File: config.mk
export PLATFORM = sky130hd
export DESIGN_NAME = bseq_top
export DESIGN_NICKNAME = d
export VERILOG_FILES = /design/src/rtl/bseq_pkg.sv /design/src/rtl/bseq_state.sv /design/src/rtl/bseq_beat.sv /design/src/rtl/bseq_map.sv /design/src/rtl/bseq_top.sv
export SDC_FILE = /design/constraint.sdc
export NUM_CORES = 1
export LEC_CHECK = 0
export ABC_CLOCK_PERIOD_IN_PS = 2700
export BUFFER_PORTS_ARGS = -buffer_cell sky130_fd_sc_hd__buf_2
export CAP_MARGIN = 20
export CORE_ASPECT_RATIO = 1.75
export CORE_MARGIN = 5
export CORE_UTILIZATION = 50
export CTS_CLUSTER_DIAMETER = 80
export DETAILED_ROUTE_END_ITERATION = 7
export GPL_TIMING_DRIVEN = 0
export PLACE_DENSITY = 0.9
export SLEW_MARGIN = 20
export SYNTH_ARGS = -nofsm -noshare
export SYNTH_HDL_FRONTEND = slang
export SYNTH_SLANG_ARGS = --single-unit
File: constraint.sdc
create_clock -name clk -period 2.7 [get_ports clk]
set_input_delay 0.405 -clock clk [delete_from_list [all_inputs] [get_ports clk]]
set_output_delay 0.405 -clock clk [all_outputs]
set_load 0.02 [all_outputs]
File: src/rtl/bseq_pkg.sv
package bseq_pkg;

   // Run-time beat order chosen by the order select input
   typedef enum logic {
      ORD_LINEAR = 1'b0,
      ORD_XOR    = 1'b1
   } order_e;

   // Which orders the mapper implements
   typedef enum logic [1:0] {
      VAR_BOTH   = 2'd0,
      VAR_LINEAR = 2'd1,
      VAR_XOR    = 2'd2
   } variant_e;

endpackage

File: src/rtl/bseq_state.sv
// Holds the burst start address and the burst access type.
module bseq_state #(
   parameter int ADDR_W = 21
) (
   input  logic              clk,
   input  logic              rst_n,
   input  logic              load_en,
   input  logic [ADDR_W-1:0] addr_in,
   input  logic              wr_n,
   output logic [ADDR_W-1:0] start_q,
   output logic              write_q
);

   always_ff @(posedge clk or negedge rst_n) begin
      if (!rst_n) begin
         start_q <= '0;
         write_q <= 1'b0;
      end else if (load_en) begin
         start_q <= addr_in;
         write_q <= ~wr_n;
      end
   end

endmodule

File: src/rtl/bseq_beat.sv
// Beat counter: cleared on load, wraps naturally on advance.
module bseq_beat #(
   parameter int BB = 2
) (
   input  logic          clk,
   input  logic          rst_n,
   input  logic          load_en,
   input  logic          adv_en,
   output logic [BB-1:0] beat_q
);

   localparam logic [BB-1:0] STEP = BB'(1);

   always_ff @(posedge clk or negedge rst_n) begin
      if (!rst_n) begin
         beat_q <= '0;
      end else if (load_en) begin
         beat_q <= '0;
      end else if (adv_en) begin
         beat_q <= beat_q + STEP;
      end
   end

endmodule

File: src/rtl/bseq_map.sv
// Maps start bits and beat count to the low address bits.
module bseq_map
   import bseq_pkg::*;
#(
   parameter int       BB      = 2,
   parameter variant_e VARIANT = VAR_BOTH
) (
   input  logic          order_sel,
   input  logic [BB-1:0] start_lo,
   input  logic [BB-1:0] beat,
   output logic [BB-1:0] lo_out
);

   logic [BB-1:0] lin_lo;
   logic [BB-1:0] xor_lo;

   // The sum is truncated to BB bits, so no carry leaves the field
   assign lin_lo = start_lo + beat;
   assign xor_lo = start_lo ^ beat;

   generate
      if (VARIANT == VAR_BOTH) begin : g_both
         always_comb begin
            if (order_e'(order_sel) == ORD_XOR) lo_out = xor_lo;
            else                                lo_out = lin_lo;
         end
      end else if (VARIANT == VAR_LINEAR) begin : g_lin
         logic unused_sel;
         logic [BB-1:0] unused_xor;
         assign unused_sel = order_sel;
         assign unused_xor = xor_lo;
         assign lo_out     = lin_lo;
      end else begin : g_xor
         logic unused_sel;
         logic [BB-1:0] unused_lin;
         assign unused_sel = order_sel;
         assign unused_lin = lin_lo;
         assign lo_out     = xor_lo;
      end
   endgenerate

endmodule

File: src/rtl/bseq_top.sv
module bseq_top
   import bseq_pkg::*;
#(
   parameter int       ADDR_W  = 21,
   parameter int       BB      = 2,
   parameter variant_e VARIANT = VAR_BOTH
) (
   input  logic              clk,
   input  logic              rst_n,
   input  logic              cke_n,
   input  logic              adv_ld,
   input  logic [ADDR_W-1:0] addr_in,
   input  logic              order_sel,
   input  logic              wr_n,
   output logic [ADDR_W-1:0] cur_addr,
   output logic              acc_write
);

   localparam int UPPER_W = ADDR_W - BB;

   generate
      if (BB < 1 || BB > 4) begin : g_bad_bb
         $error("bseq_top: BB must lie in 1..4");
      end
      if (UPPER_W < 1) begin : g_bad_aw
         $error("bseq_top: ADDR_W must exceed BB");
      end
   endgenerate

   logic              load_en;
   logic              adv_en;
   logic [ADDR_W-1:0] start_q;
   logic [BB-1:0]     beat_q;
   logic [BB-1:0]     lo_bits;

   assign load_en = ~cke_n & ~adv_ld;
   assign adv_en  = ~cke_n &  adv_ld;

   bseq_state #(.ADDR_W(ADDR_W)) u_state (
      .clk     (clk),
      .rst_n   (rst_n),
      .load_en (load_en),
      .addr_in (addr_in),
      .wr_n    (wr_n),
      .start_q (start_q),
      .write_q (acc_write)
   );

   bseq_beat #(.BB(BB)) u_beat (
      .clk     (clk),
      .rst_n   (rst_n),
      .load_en (load_en),
      .adv_en  (adv_en),
      .beat_q  (beat_q)
   );

   bseq_map #(.BB(BB), .VARIANT(VARIANT)) u_map (
      .order_sel (order_sel),
      .start_lo  (start_q[BB-1:0]),
      .beat      (beat_q),
      .lo_out    (lo_bits)
   );

   assign cur_addr = {start_q[ADDR_W-1:BB], lo_bits};

endmodule

# [Word level (Yosys, flattened, before mapping)]
# Index checks and enable logic that the tools add are counted.
# Widths: inputs -> output; s select.
[classes] reduce_logical=1 bitwise=6 mux=3 addsub=2
[op_table] op="$mux 2" n=3
[op_table] op="$not 1->1" n=3
[op_table] op="$add 2x1->2 const B" n=1
[op_table] op="$add 2x2->2" n=1
[op_table] op="$and 1x1->1" n=2
[op_table] op="$reduce_bool 2->1" n=1
[op_table] op="$xor 2x2->2" n=1
[totals] out_inout_bits=22 word_cells=15 ff_bits=24 in_bits=27

# [Longest topological paths before layout]
# Gate-level depths: netlist (run 1).
[logic_depth] ltp_word=4 mapped_depth=3 ltp_nobuf=3

# [Cells and area by module]
# From an unflattened synthesis (run 1), not the netlist that was laid out.
[hier_totals] cells_unflattened=60 hier_area_um2=960.9
[modules_own_cells] mod="bseq_state" seq_area_each_um2=550.5 cells_per_inst=47 area_per_inst_um2=823.3 instances=1
[modules_own_cells] mod="bseq_beat" seq_area_each_um2=50.0 cells_per_inst=7 area_per_inst_um2=88.8 instances=1
[modules_own_cells] mod="bseq_map" seq_area_each_um2=0.0 cells_per_inst=4 area_per_inst_um2=36.3 instances=1
[modules_own_cells] mod="bseq_top" seq_area_each_um2=0.0 cells_per_inst=2 area_per_inst_um2=12.5 instances=1

# [Least setup slack after synthesis (run 1)]
# OpenSTA, ideal clock, no wires.
[synth_path] kind="register to output" from="reg u_beat.beat_q[0]" to="out cur_addr[1]" t_required_ns=2.295 stages_incl_launch_ff=4 slack_ns=1.226 n_path_buf=0 arrival_ns=1.069 path_cell_list="dfrtp_1 -> ha_1 -> nor2b_1 -> xnor2_1"
[synth_via] elab_chain_cells=2
[synth_lines] element="start: declaration" line_no="bseq_beat.sv:9" source="output logic [BB-1:0] beat_q"
[synth_lines] element="start signal: assignment" line_no="bseq_beat.sv:20" source="beat_q <= beat_q + STEP;"
[synth_lines] element="$add 2x2->2" line_no="bseq_map.sv:18" source="assign lin_lo = start_lo + beat;"
[synth_lines] element="$mux 2" line_no="bseq_map.sv:24" source="if (order_e'(order_sel) == ORD_XOR) lo_out = xor_lo;"
[synth_lines] element="end: declaration" line_no="bseq_top.sv:15" source="output logic [ADDR_W-1:0] cur_addr,"
# Every way passes these cells.

# [Final worst setup path (run 1)]
# Same ends and word-level chain as after synthesis.

==> impl_metrics.env, run 1 <==
export IMPL_drc=0
export IMPL_syn_area_per_cell_sq_um=14.7
export IMPL_io_pins=49
export IMPL_final_min_clock_period_ps=1770
export IMPL_syn_inst=80
export IMPL_hpwl_mm=1.72
export IMPL_place_area_sq_mm=0.00145
export IMPL_port_buffers=48
export IMPL_p_clk_frac=0.232
export IMPL_viasPerCell=4.74
export IMPL_ys_types=14
export IMPL_layout_nets=161
export IMPL_antennaDiodeCount=0
export IMPL_finalWorstSetupSlack_ps=930
export IMPL_initial_utilization=0.518
export IMPL_seq_area_frac_synth=0.510
export IMPL_slowest_delay_ps=420
export IMPL_cap_violations=0
export IMPL_fmaxAchievable_mhz=565
export IMPL_grt_util_all_layers=0.137
export IMPL_cp_arrival_ps=1360
export IMPL_maxSlewHeadroom=0.663
export IMPL_synth_edff_count=0
export IMPL_status="completed"
export IMPL_slowest_stage="dfrtp_1"
export IMPL_fp_coreArea_sq_mm=0.00227
export IMPL_insertion_delay_ps=250
export IMPL_crit_required_ps=2300
export IMPL_swShare=0.276
export IMPL_die_w_um=46.7
export IMPL_drt_pass1_iterations=2
export IMPL_critPathKind="reg -> out"
export IMPL_cts_buffer_depth=2
export IMPL_critical_path_startpoint="u_beat.beat_q[0]$_DFFE_PN0P_"
export IMPL_fill_cells=178
export IMPL_yosysWarnings=0
export IMPL_rows=23
export IMPL_htree_levels=1
export IMPL_path_delay_family="flip-flops"
export IMPL_switchingPower_mw=0.274
export IMPL_hp_class="in -> async"
export IMPL_drv_slew=0
export IMPL_seq_power_share=0.447
export IMPL_cts_sinks=24
export IMPL_die_area_sq_mm=0.00346
export IMPL_internal_power_mw=0.717
export IMPL_async_flop_share=1.00
export IMPL_startpoint_type="register"
export IMPL_path_clk_slew_ps=80
export IMPL_vias=744
export IMPL_synth_area_sq_mm=0.00118
export IMPL_pwr_share_comb=0.322
export IMPL_post_drt_wl_per_cell_um=13.6
export IMPL_cts_setup_buffers=0
export IMPL_tightest_slew_ps=505
export IMPL_synth_top_cell_area_share=0.510
export IMPL_wl_mm=2.13
export IMPL_grt_max_degree=25
export IMPL_path_cells="ha_1 -> nor2b_1 -> xnor2_1 -> buf_2"
export IMPL_whs_ps=106
export IMPL_rsz0062_at_grt="false"
export IMPL_crit_fanout=5
export IMPL_end_kind="primary output"
export IMPL_clockRootBuffer="clkbuf_8"
export IMPL_hold_viol=0
export IMPL_drtIter0Drc=19
export IMPL_synth_seq_cells=24
export IMPL_syn_to_final_growth_pct=27.7
export IMPL_overflow=0
export IMPL_die_height_um=74.2
export IMPL_grt_pass1_wl_mm=3.48
export IMPL_multi_input_area_sq_um=412
export IMPL_cts_buffers=3
export IMPL_design_area_sq_mm=0.00150
export IMPL_layout_drive_gt1_share=0.727
export IMPL_p_leak_nw=0.794
export IMPL_synthTopCellsByCount="24 x dfrtp_1, 20 x mux2_4, 19 x buf_4"
export IMPL_fin_skew_ps=0.0265
export IMPL_ir_drop_uv=361
export IMPL_final_period_utilization=0.655
export IMPL_grt_pass1_vias=848
export IMPL_fin_tns_setup_ps=0
export IMPL_cts_resized_gates=0
export IMPL_tritoncts="yes"
export IMPL_gp_congestion=0.752
export IMPL_ys_flop_type="dfrtp_1"
export IMPL_r2r_start="u_beat.beat_q[0]$_DFFE_PN0P_"
export IMPL_cp_buffers_inverters=1
export IMPL_power_per_cell_area_mw_per_mm2=659
export IMPL_antenna_left=0
export IMPL_ys_top_cells_by_area="dfrtp_1 51%, mux2_4 26%, buf_4 12%, buf_6 1.9%, o21ai_0 1.7%"
export IMPL_synth_most_common_cell="dfrtp_1"
export IMPL_hold_buffers=0
export IMPL_seqCellArea_sq_um=601
export IMPL_synth_largest_area_cell="dfrtp_1"
export IMPL_antenna_found_initial=0
export IMPL_syn_nets=108
export IMPL_setup_viol=0
export IMPL_dpl_worst_slack_ps=1200
## per-stage QoR
step / power (mW) / std cells / utilization
after floorplan: 0.676 / 80 / -
after global placement: 0.760 / 153 / 0.637
after detailed placement: 0.774 / 153 / 0.637
after CTS: 1.01 / 157 / 0.662
after global routing: 1.05 / 157 / 0.662
final: 0.991 / 157 / 0.662
## final timing paths
path	to	slack, ps	cells after the start
max	cur_addr[1]	930	4
min	u_state.start_q[6]$_DFFE_PN0P_	110	1
max reg2reg	u_beat.beat_q[1]$_DFFE_PN0P_	1880	3
min reg2reg	u_state.start_q[16]$_DFFE_PN0P_	520	1
max in group asynchronous	u_state.start_q[5]$_DFFE_PN0P_	2250	1
min in group clk	u_state.write_q$_DFFE_PN0P_	330	2
## state kept, by name, indices dropped and copies added (netlist names)
register         count
u_state.start_q     21
u_beat.beat_q        2
u_state.write_q      1
## layout make-up
| cell class | count | area share |
|---|---|---|
| tap | 25 | 0.0208 |
| clock buffer | 4 | 0.0366 |
| timing repair buffer | 48 | 0.160 |
| multi-input combinational | 35 | 0.274 |
| sequential | 24 | 0.399 |
| buffer | 21 | 0.110 |
## power groups by stage
stage | clock network, mW | registers [mW] | logic (mW)
floorplan | 0 | 0.443 | 0.232
global placement | 0 | 0.446 | 0.315
detailed placement | 0 | 0.450 | 0.323
CTS | 0.240 | 0.443 | 0.325
global route | 0.256 | 0.450 | 0.344
finish | 0.229 | 0.443 | 0.319
## layout by cell type, fill, tap and decap left out, drive strengths merged
master / instances
nor2: 1
buf: 69
or2b: 1
mux2: 21
o21ai: 4
xnor2: 2
nor2b: 2
nand2b: 1
clkbuf: 4
dfrtp: 24
o31ai: 1
nand2: 1
ha: 1
## cell families (layout without fill, tap and decap cells)
group           Yosys count  count (layout)  synth area share
simple gates              6               6            0.0361
mux                      21              21             0.265
compound gates            5               5            0.0234
buf+inv                  21              73             0.140
flops                    24              24             0.510
xor+xnor                  2               2            0.0149
fa+ha+maj                 1               1            0.0106
## per-layer routing
layer / wire (um) / share of wire / up-vias / global-route usage
met4: 15 / 0.0070 / 0 / 0.0462
li1: - / - / 355 / -
met2: 1140 / 0.54 / 31 / 0.255
met5: 0 / 0 / - / 0
met1: 790 / 0.37 / 356 / 0.150
met3: 183 / 0.086 / 2 / 0.0218
(Power assumes the default switching activity.)
==> run 2, diff against run 1 <==
- ABC_CLOCK_PERIOD_IN_PS: 2700 -> 1700
- CORE_UTILIZATION: 50 -> 47
- PLACE_DENSITY: 0.9 -> 0.86
- clock period: 2.7 -> 1.7 ns (I/O delays scaled with it)
==> impl_metrics.env, run 2 (synthesis gave the netlist of run 1 again) <==
export IMPL_layout_nets=162
export IMPL_gp_congestion=0.707
export IMPL_final_period_utilization=0.908
export IMPL_wl_met2_mm=1.17
export IMPL_clockRootBuffer="clkbuf_8"
export IMPL_whs_path_depth=2
export IMPL_grt_pass1_vias=774
export IMPL_syn_to_final_growth_pct=28.7
export IMPL_path_clk_slew_ps=80
export IMPL_fmaxAchievable_mhz=648
export IMPL_hold_viol=0
export IMPL_crit_required_ps=1440
export IMPL_critical_path_startpoint="u_beat.beat_q[0]$_DFFE_PN0P_"
export IMPL_largest_register="u_state.start_q"
export IMPL_largest_reg_flops=21
export IMPL_cts_buffer_depth=2
export IMPL_final_min_clock_period_ps=1540
export IMPL_startpoint_type="register"
export IMPL_tritoncts="yes"
export IMPL_r2r_start="u_beat.beat_q[0]$_DFFE_PN0P_"
export IMPL_setup_viol=0
export IMPL_power_per_cell_area_mw_per_mm2=1040
export IMPL_maxSlewHeadroom=0.656
export IMPL_top_layer_used="met4"
export IMPL_drtIter0Drc=5
export IMPL_ir_drop_uv=622
export IMPL_vias=736
export IMPL_fin_tns_setup_ps=0
export IMPL_rsz0062_at_grt="false"
export IMPL_tightest_slew_ps=517
export IMPL_final_common_cell="buf_2"
export IMPL_place_inst=154
export IMPL_p_leak_nw=0.798
export IMPL_layout_drive_gt1_share=0.722
export IMPL_antennaDiodeCount=0
export IMPL_die_area_sq_mm=0.00365
export IMPL_drv_slew=0
export IMPL_layout_common_cells="48 x buf_2, 24 x dfrtp_1, 20 x mux2_4"
export IMPL_htree_levels=1
export IMPL_port_buffers=48
export IMPL_initial_utilization=0.478
export IMPL_grt_max_degree=25
export IMPL_grt_pass1_wl_mm=3.27
export IMPL_drt_pass1_iterations=2
export IMPL_wl_mm=2.19
export IMPL_antenna_found_initial=0
export IMPL_die_height_um=76.2
export IMPL_io_pins=49
export IMPL_power_mw=1.58
export IMPL_end_kind="primary output"
export IMPL_status="completed"
export IMPL_insertion_delay_ps=250
export IMPL_met1_length_um=754
export IMPL_hp_start="wr_n"
export IMPL_cts_buffers=3
export IMPL_hp_class="in -> reg"
export IMPL_fin_skew_ps=0.143
export IMPL_cap_violations=0
export IMPL_antenna_left=0
export IMPL_grt_util_all_layers=0.121
export IMPL_overflow=0
export IMPL_post_drt_wl_per_cell_um=13.7
export IMPL_cts_resized_gates=0
export IMPL_cts_sinks=24
export IMPL_crit_fanout=5
export IMPL_cp_arrival_ps=1290
export IMPL_rr_worst_depth=3
export IMPL_viasPerCell=4.63
export IMPL_fp_coreArea_sq_mm=0.00246
export IMPL_hpwl_mm=1.76
export IMPL_wl_met3_um=232
export IMPL_critPathKind="reg -> out"
export IMPL_rows=24
export IMPL_stdcell_count=159
export IMPL_die_w_um=47.8
export IMPL_drc=0
export IMPL_reg_top3="u_state.start_q: 21 flops, u_beat.beat_q: 2 flops, u_state.write_q: 1 flops"
[run 2: timing repair]
item	CTS	global route
setup endpoints to repair	0	0
endpoints found under the hold margin	24	0
hold buffers	1	0
setup buffers	0	0
[run 2: worst paths after layout]
path | endpoint | slack, ps
max reg2reg | u_beat.beat_q[1]$_DFFE_PN0P_ | 880
max | cur_addr[1] | 160
max in group asynchronous | u_state.start_q[10]$_DFFE_PN0P_ | 850
min in group asynchronous | u_state.start_q[16]$_DFFE_PN0P_ | 500
min | u_state.write_q$_DFFE_PN0P_ | 170
min reg2reg | u_state.start_q[2]$_DFFE_PN0P_ | 520
[run 2: critical path: stages, from the launching register on]
cell	delay, ps
dfrtp_1	420
ha_1	180
nor2b_1	130
xnor2_1	120
buf_2	180
[run 2: metrics by stage]
stage	instance area (sq um)	setup slack, ps	utilization	hold WS (ps)
2_1_floorplan	1180	376	-	-40.6
3_3_place_gp	1450	440	0.589	249
3_5_place_dp	1450	425	0.589	256
4_1_cts	1520	135	0.615	164
5_1_grt	1520	52.9	0.615	171
6_report	1520	156	0.615	171
[run 2: metal layers]
layer / vias to the layer above / GRT usage
met2: 29 / 0.218
met1: 352 / 0.122
li1: 353 / -
met3: 2 / 0.0213
met5: - / 0
met4: 0 / 0.0566
[run 2: power by group]
group / leakage (nW) / switching [mW] / internal (mW)
combinational: 0.484 / 0.224 / 0.281
clock: 0.0288 / 0.160 / 0.206
sequential: 0.285 / 0.0505 / 0.654
total: 0.798 / 0.435 / 1.14
[run 2: area by class of cell]
class	instances	area, sq um
fillers	199	947
well taps	26	32.5
multi-input cells	35	412
clock buffers	4	55.1
plain buffers	21	165
repair buffers	49	250
flip-flops and latches	24	601
